File: config.mk
export PLATFORM = sky130hd
export DESIGN_NAME = col_presence_ctrl
export DESIGN_NICKNAME = d
export VERILOG_FILES = /design/src/rtl/col_presence_ctrl.sv
export SDC_FILE = /design/constraint.sdc
export NUM_CORES = 1
export LEC_CHECK = 0
export BUFFER_PORTS_ARGS = -buffer_cell sky130_fd_sc_hd__buf_4
export CAP_MARGIN = 20
export CORE_MARGIN = 5
export CORE_UTILIZATION = 38
export DETAILED_ROUTE_END_ITERATION = 6
export PLACE_DENSITY = 0.55
export SETUP_SLACK_MARGIN = 0.02
export SLEW_MARGIN = 20
export SYNTH_ARGS = -nofsm -noshare
export SYNTH_HDL_FRONTEND = slang
export SYNTH_SLANG_ARGS = --single-unit
File: constraint.sdc
create_clock -name clk -period 4.3 [get_ports clk]
set_input_delay 0.43 -clock clk [delete_from_list [all_inputs] [get_ports clk]]
set_output_delay 0.43 -clock clk [all_outputs]
set_load 0.02 [all_outputs]
File: src/rtl/col_presence_ctrl.sv
module col_presence_ctrl #(
  parameter int REPORT_TICKS = 4,
  parameter int SWITCH_TICKS = 13,
  parameter int RXIDLE_HOLD  = 7,
  parameter int TXIDLE_HOLD  = 4
) (
  input  logic clk,
  input  logic rst_n,
  input  logic tx_act,
  input  logic rx_act,
  input  logic link_fail,
  input  logic bt_tick,
  output logic col_active,
  output logic col_sig_en,
  output logic lb_rx
);

  localparam int RW   = $clog2(REPORT_TICKS + 2);
  localparam int SW   = $clog2(SWITCH_TICKS + 2);
  localparam int HMAX = (RXIDLE_HOLD > TXIDLE_HOLD) ? RXIDLE_HOLD : TXIDLE_HOLD;
  localparam int HW   = $clog2(HMAX + 2);

  typedef enum logic [1:0] {S_IDLE, S_ACT, S_HOLD} st_t;

  st_t st, st_nx;
  logic [RW-1:0] rep_cnt;
  logic [SW-1:0] sw_cnt;
  logic [HW-1:0] hold_cnt;

  wire cond     = tx_act & rx_act & ~link_fail;
  wire rep_done = (rep_cnt == RW'(REPORT_TICKS));
  wire sw_done  = (sw_cnt == SW'(SWITCH_TICKS));

  always_comb begin
    st_nx = st;
    if (link_fail) st_nx = S_IDLE;
    else begin
      case (st)
        S_IDLE:  if (cond && rep_done) st_nx = S_ACT;
        S_ACT:   if (!cond) st_nx = S_HOLD;
        S_HOLD:  if (cond) st_nx = S_ACT;
                 else if (hold_cnt == '0) st_nx = S_IDLE;
        default: st_nx = S_IDLE;
      endcase
    end
  end

  assign col_active = (st != S_IDLE);

  always_ff @(posedge clk or negedge rst_n) begin
    if (!rst_n) begin
      st         <= S_IDLE;
      col_sig_en <= 1'b0;
      rep_cnt    <= '0;
      hold_cnt   <= '0;
    end else begin
      st         <= st_nx;
      col_sig_en <= (st_nx != S_IDLE);
      if (st != S_IDLE || !cond) rep_cnt <= '0;
      else if (bt_tick && !rep_done) rep_cnt <= rep_cnt + 1'b1;
      if (st == S_ACT && st_nx == S_HOLD)
        hold_cnt <= tx_act ? HW'(RXIDLE_HOLD) : HW'(TXIDLE_HOLD);
      else if (st == S_HOLD && bt_tick && hold_cnt != '0)
        hold_cnt <= hold_cnt - 1'b1;
    end
  end

  always_ff @(posedge clk or negedge rst_n) begin
    if (!rst_n) begin
      sw_cnt <= '0;
      lb_rx  <= 1'b0;
    end else if (!cond) begin
      sw_cnt <= '0;
      lb_rx  <= 1'b0;
    end else if (!lb_rx) begin
      if (sw_done) lb_rx <= 1'b1;
      else if (bt_tick) sw_cnt <= sw_cnt + 1'b1;
    end
  end


  a_r8_fail_clears: assert property (@(posedge clk) disable iff (!rst_n)
    link_fail |=> (!col_active && !col_sig_en && !lb_rx));


  a_r3_rise_needs_overlap: assert property (@(posedge clk) disable iff (!rst_n)
    $rose(col_active) |-> $past(tx_act && rx_act && !link_fail));


  a_r4_enable_tracks: assert property (@(posedge clk) disable iff (!rst_n)
    col_sig_en == col_active);


  a_r9_lb_needs_overlap: assert property (@(posedge clk) disable iff (!rst_n)
    lb_rx |-> $past(tx_act && rx_act && !link_fail));


  a_r9_lb_after_collision: assert property (@(posedge clk) disable iff (!rst_n)
    $rose(lb_rx) |-> col_active);

endmodule

After elaboration in Yosys (flattened, before gate mapping)
Cells that the tools add are included.
{"block": "totals", "word_cells": 54, "register_bits": 15}
{"block": "classes", "mux": 18, "eq_ne": 8, "bitwise_logic": 3, "n_addsub": 3, "reduce_logical": 16}
{"op": "4-bit two-way mux", "count": 6}
{"op": "2-bit two-way mux", "count": 6}
{"op": "2-bit nonzero test", "count": 4}
{"op": "3-bit two-way mux", "count": 2}
{"op": "2-bit inequality test, second input constant", "count": 3}
{"op": "2-bit case mux with 3 select lines", "count": 1}
{"op": "1-bit logical AND", "count": 5}
{"op": "4-bit by 1-bit adder with 4-bit output, second input constant", "count": 1}
{"op": "2-bit equality test, second input constant", "count": 2}
{"op": "4-bit equality test, second input constant", "count": 1}
{"op": "4-bit logical NOT", "count": 1}
{"op": "4-bit nonzero test", "count": 1}
{"op": "4-bit by 1-bit subtractor with 4-bit output, second input constant", "count": 1}
{"op": "3-bit by 1-bit adder with 3-bit output, second input constant", "count": 1}
{"op": "3-bit equality test, second input constant", "count": 1}
{"op": "1-bit two-way mux", "count": 3}
{"op": "3-bit AND reduction", "count": 1}
{"op": "1-bit bitwise AND", "count": 2}
{"op": "2-bit by 1-bit equality test with 1-bit output, second input constant", "count": 1}
{"op": "1-bit logical NOT", "count": 2}
{"op": "2-bit logical NOT", "count": 1}
{"op": "1-bit logical OR", "count": 1}
{"op": "1-bit NOT", "count": 1}

Depth between registers and ports, before layout
{"block": "depth", "depth_word": 9, "mapped_depth": 6, "ltp_nobuf": 5}

Worst setup path after synthesis
OpenSTA, ideal clock, no wires.
{"block": "synth_timing", "kind": "reg-to-reg", "from": "reg hold_cnt[0]", "to": "reg col_sig_en", "path_buffers": 0, "synth_period_minus_slack_ns": 1.479, "slack_ns": 2.821, "stages_incl_launch_ff": 6, "arrival_time_ns": 1.343, "setup_ns": 0.135, "required_time_ns": 4.165, "path_cell_list": "dfrtp_1 > inv_1 > ha_1 > or3b_2 > a221oi_1 > a311oi_1"}
{"block": "synth_via", "elab_chain_cells": 6}
{"item": "start, declared", "line": "28", "text": "logic [HW-1:0] hold_cnt;"}
{"item": "start signal, assigned", "line": "62", "text": "hold_cnt <= tx_act ? HW'(RXIDLE_HOLD) : HW'(TXIDLE_HOLD);"}
{"item": "start signal, assigned", "line": "64", "text": "hold_cnt <= hold_cnt - 1'b1;"}
{"item": "4-bit logical NOT", "line": "42", "text": "else if (hold_cnt == '0) st_nx = S_IDLE;"}
{"item": "2-bit two-way mux", "line": "42"}
{"item": "2-bit two-way mux", "line": "41", "text": "S_HOLD: if (cond) st_nx = S_ACT;"}
{"item": "2-bit case mux with 3 select lines", "line": "38", "text": "case (st)"}
{"item": "2-bit two-way mux", "line": "36", "text": "if (link_fail) st_nx = S_IDLE;"}
{"item": "2-bit nonzero test", "line": "58", "text": "col_sig_en <= (st_nx != S_IDLE);"}
{"item": "end signal, assigned", "line": "58"}
{"item": "end, declared", "line": "14", "text": "output logic col_sig_en,"}
Every way passes these cells.
A chain may end at the register's enable or synchronous reset.

Worst setup path in the final report
{"block": "layout_timing", "from": "reg st[1]", "to": "out col_active"}
{"block": "layout_via", "elab_chain_cells": 1}
{"item": "start, declared", "line": "25", "text": "st_t st, st_nx;"}
{"item": "start signal, assigned", "line": "57", "text": "st <= st_nx;"}
{"item": "2-bit nonzero test", "line": "48", "text": "assign col_active = (st != S_IDLE);"}
{"item": "end, declared", "line": "13", "text": "output logic col_active,"}
Every way passes these cells.

==> results.py <==
metrics = {
    "status": {
        "run_status": "completed",
    },
    "grt": {
        "gr-total-overflow": 0,
        "grtUsageTotal_pct": 9.90,
        "grt_antenna_before_repair": 0,
        "grt_pass1_wl_um": 2510,
        "grt_pass1_vias": 600,
        "grt_max_degree": 16,
    },
    "placement": {
        "placed_cells": 118,
        "place.gp.congestion": 0.850,
        "place.detailed.hpwl_um": 1130,
        "numPortBuffers": 8,
    },
    "sta": {
        "worst_pin_slew_ns": 0.447,
        "period_share_pct": 37.5,
        "setup_tns_ns": 0,
        "hold-worst-slack_ns": 0.319,
        "rsz0062_at_grt": "no",
        "finalSetupViolations": 0,
        "skew_ns": 0.000705,
        "fmax_ghz": 0.619,
        "drv_slew": 0,
        "maxSlewHeadroom_pct": 70.1,
        "min_period_ns": 1.61,
        "hold_violations": 0,
    },
    "detailed_routing": {
        "avgViaCountPerCell": 5.27,
        "avgRoutedWirePerCell_um": 12.3,
        "routed_wl_um": 1520,
        "drtIter0Drc": 3,
        "num_vias": 648,
        "drc_errors": 0,
        "firstDrtPassIters": 3,
        "drtAntennaViolNets": 0,
    },
    "synth": {
        "synthXorXnorAreaFrac_pct": 1.07,
        "ys_seq_area_share_pct": 46.0,
        "synth_area_um2": 816,
        "syn-mean-instance-area_um2": 9.71,
        "synth_nets": 95,
        "yosysTopAreaCellShare_pct": 46.0,
        "synth_compound_area_share_pct": 16.0,
        "synth_top_area_cell": "dfrtp_1",
        "synth-seq-cells": 15,
        "synth_top_family_by_area": "simple AND/OR/NAND/NOR gates",
        "yosys-top-cells-area": "dfrtp_1 46%, ha_1 7.7%, or3_1 5.4%",
        "yosys.area_share.adder_pct": 7.67,
        "netlist_instances": 84,
        "synthSimpleGateAreaFrac_pct": 23.6,
        "ys_warn_count": 0,
        "synth_cell_type_count": 30,
        "muxShareOfSynthArea_pct": 2.45,
    },
    "finish": {
        "layout_commonest_cell": "dfrtp_1",
        "finalCoreUtilization_pct": 47.1,
        "final_nets": 108,
        "area_delta_synth_final_pct": 15.6,
        "drive_gt1_share_pct": 15.6,
        "layout_common_cells": "15 x dfrtp_1, 8 x a21oi_1, 8 x buf_4, 7 x or3_1",
        "fillers": 203,
        "n_antenna_cell": 0,
        "fin_cells": 123,
    },
    "clock_tree": {
        "cts_buffers": 3,
        "cts_max_level": 1,
        "clock_sinks": 15,
        "root_buffer": "clkbuf_4",
        "cts_resized": 0,
        "clock_latency_ns": 0.28,
        "cts_tree": "done",
        "cts.reportedPaths.clkPinSlew_ns": 0.09,
        "clk_path_buf_depth": 2,
    },
    "worst_setup_path": {
        "reg2reg_to": "col_sig_en",
        "path_class": "flop to output pin",
        "r2r_cells": 5,
        "required_ns": 3.87,
        "path_cells": "or2_2, buf_4",
        "endpoint_kind": "output pin",
        "slowest_stage": "dfrtp_1",
        "slowest_delay_ns": 0.42,
        "critical_path_arrival_ns": 1.18,
        "setup.worst_path.start_class": "flop",
        "crit_fanout": 5,
        "regToRegStartpoint": "hold_cnt[0]",
        "r2r_slack_ns": 2.72,
    },
    "die": {
        "core-area_um2": 2000,
        "placementRows": 16,
        "pin_count": 9,
        "die_height_um": 56.3,
        "dieArea_um2": 3170,
        "start_util_pct": 40.7,
        "die_x_um": 56.3,
    },
    "min_path": {
        "hold_depth": 2,
        "hold_class": "input port to flop",
        "hp-start": "link_fail",
        "hold_end": "col_sig_en",
    },
    "power": {
        "cellLeakagePower_nw": 0.423,
        "power_uw": 249,
        "power-per-cell-area_nw_per_um2": 264,
        "irDropWorstVdd_mv": 0.135,
    },
    "run": {
        "cap_violations": 0,
    },
}
## where the power goes
group          total (mW)  internal (mW)  switching (mW)  leakage [nW]
Sequential          0.145          0.143         0.00178         0.208
Combinational      0.0236         0.0105          0.0131         0.197
Clock              0.0806         0.0345          0.0461        0.0177
## logic make-up (layout without fill, tap and decap cells)
group / after synthesis / after routing
AO/OA/AOI/OAI: 22 / 22
XOR/XNOR: 1 / 1
adder cells (fa/ha/maj): 5 / 5
buffers and inverters: 7 / 19
flip-flops: 15 / 15
multiplexers: 2 / 2
AND/OR/NAND/NOR: 32 / 32
## how the worst max path moves through the flow
| stage | startpoint | endpoint | slack, ns | cells past startpoint |
|---|---|---|---|---|
| detailed placement | hold_cnt[0] | col_sig_en | 2.73 | 5 |
| CTS | st[1] | col_active | 2.67 | 2 |
| finish | st[1] | col_active | 2.69 | 2 |
| global route | hold_cnt[0] | col_sig_en | 2.59 | 5 |
| global placement | hold_cnt[0] | col_sig_en | 2.73 | 5 |
| floorplan | hold_cnt[0] | col_sig_en | 2.82 | 5 |
## synthesized netlist by cell type
library cell / n
o31ai_1: 2
nand2_1: 2
a21boi_0: 1
nor2_1: 5
a21oi_1: 8
nor3_1: 1
o21ai_0: 6
a221oi_1: 1
xnor2_1: 1
nor3b_1: 2
or2_2: 2
nor2b_1: 3
or3_1: 7
or4_1: 1
and4b_1: 1
and3_1: 1
a311oi_1: 1
nand3_1: 1
clkbuf_1: 1
or3b_2: 1
and2_1: 1
nand4_1: 1
mux2i_1: 2
dfrtp_1: 15
ha_1: 5
nand2b_1: 1
a21boi_1: 1
nand3b_1: 2
a31oi_1: 2
inv_1: 6
## registers in the layout, summed over array words and instances, names as in the netlist
name,cells
hold_cnt,4
lb_rx,1
sw_cnt,4
col_sig_en,1
st,2
rep_cnt,3
## per-layer routing
layer | part of all wire (%) | GRT usage, %
met5 | 0 | 0
met4 | 0.66 | 5.08
met2 | 48 | 16.2
met3 | 4.4 | 3.21
met1 | 47 | 11.5
## metrics by stage
stage | cell area (µm²) | setup WS, ns
2_1_floorplan | 816 | 2.82
3_3_place_gp | 906 | 2.73
3_5_place_dp | 906 | 2.73
4_1_cts | 943 | 2.67
5_1_grt | 943 | 2.59
6_report | 943 | 2.69
## timing repair
item,in CTS,in global routing
setup endpoints to repair,0,0
endpoints found under the hold margin,15,0
hold buffers,1,0
buffers inserted,0,0
## cell type report
| type | instances | area [µm²] | area share, % |
|---|---|---|---|
| timing repair buffer | 9 | 70.1 | 7.43 |
| clock inverter | 1 | 5.00 | 0.531 |
| sequential | 15 | 375 | 39.8 |
| multi-input combinational | 62 | 414 | 43.9 |
| tap | 27 | 33.8 | 3.58 |
| inverter | 6 | 22.5 | 2.39 |
| clock buffer | 3 | 22.5 | 2.39 |
## worst max-delay path, delay by kind of cell (launching register included)
family | cells | cell delay, ns
and+or+nand+nor | 1 | 0.32
buffers and inverters | 1 | 0.16
DFF | 1 | 0.42
(Power assumes the default switching activity.)
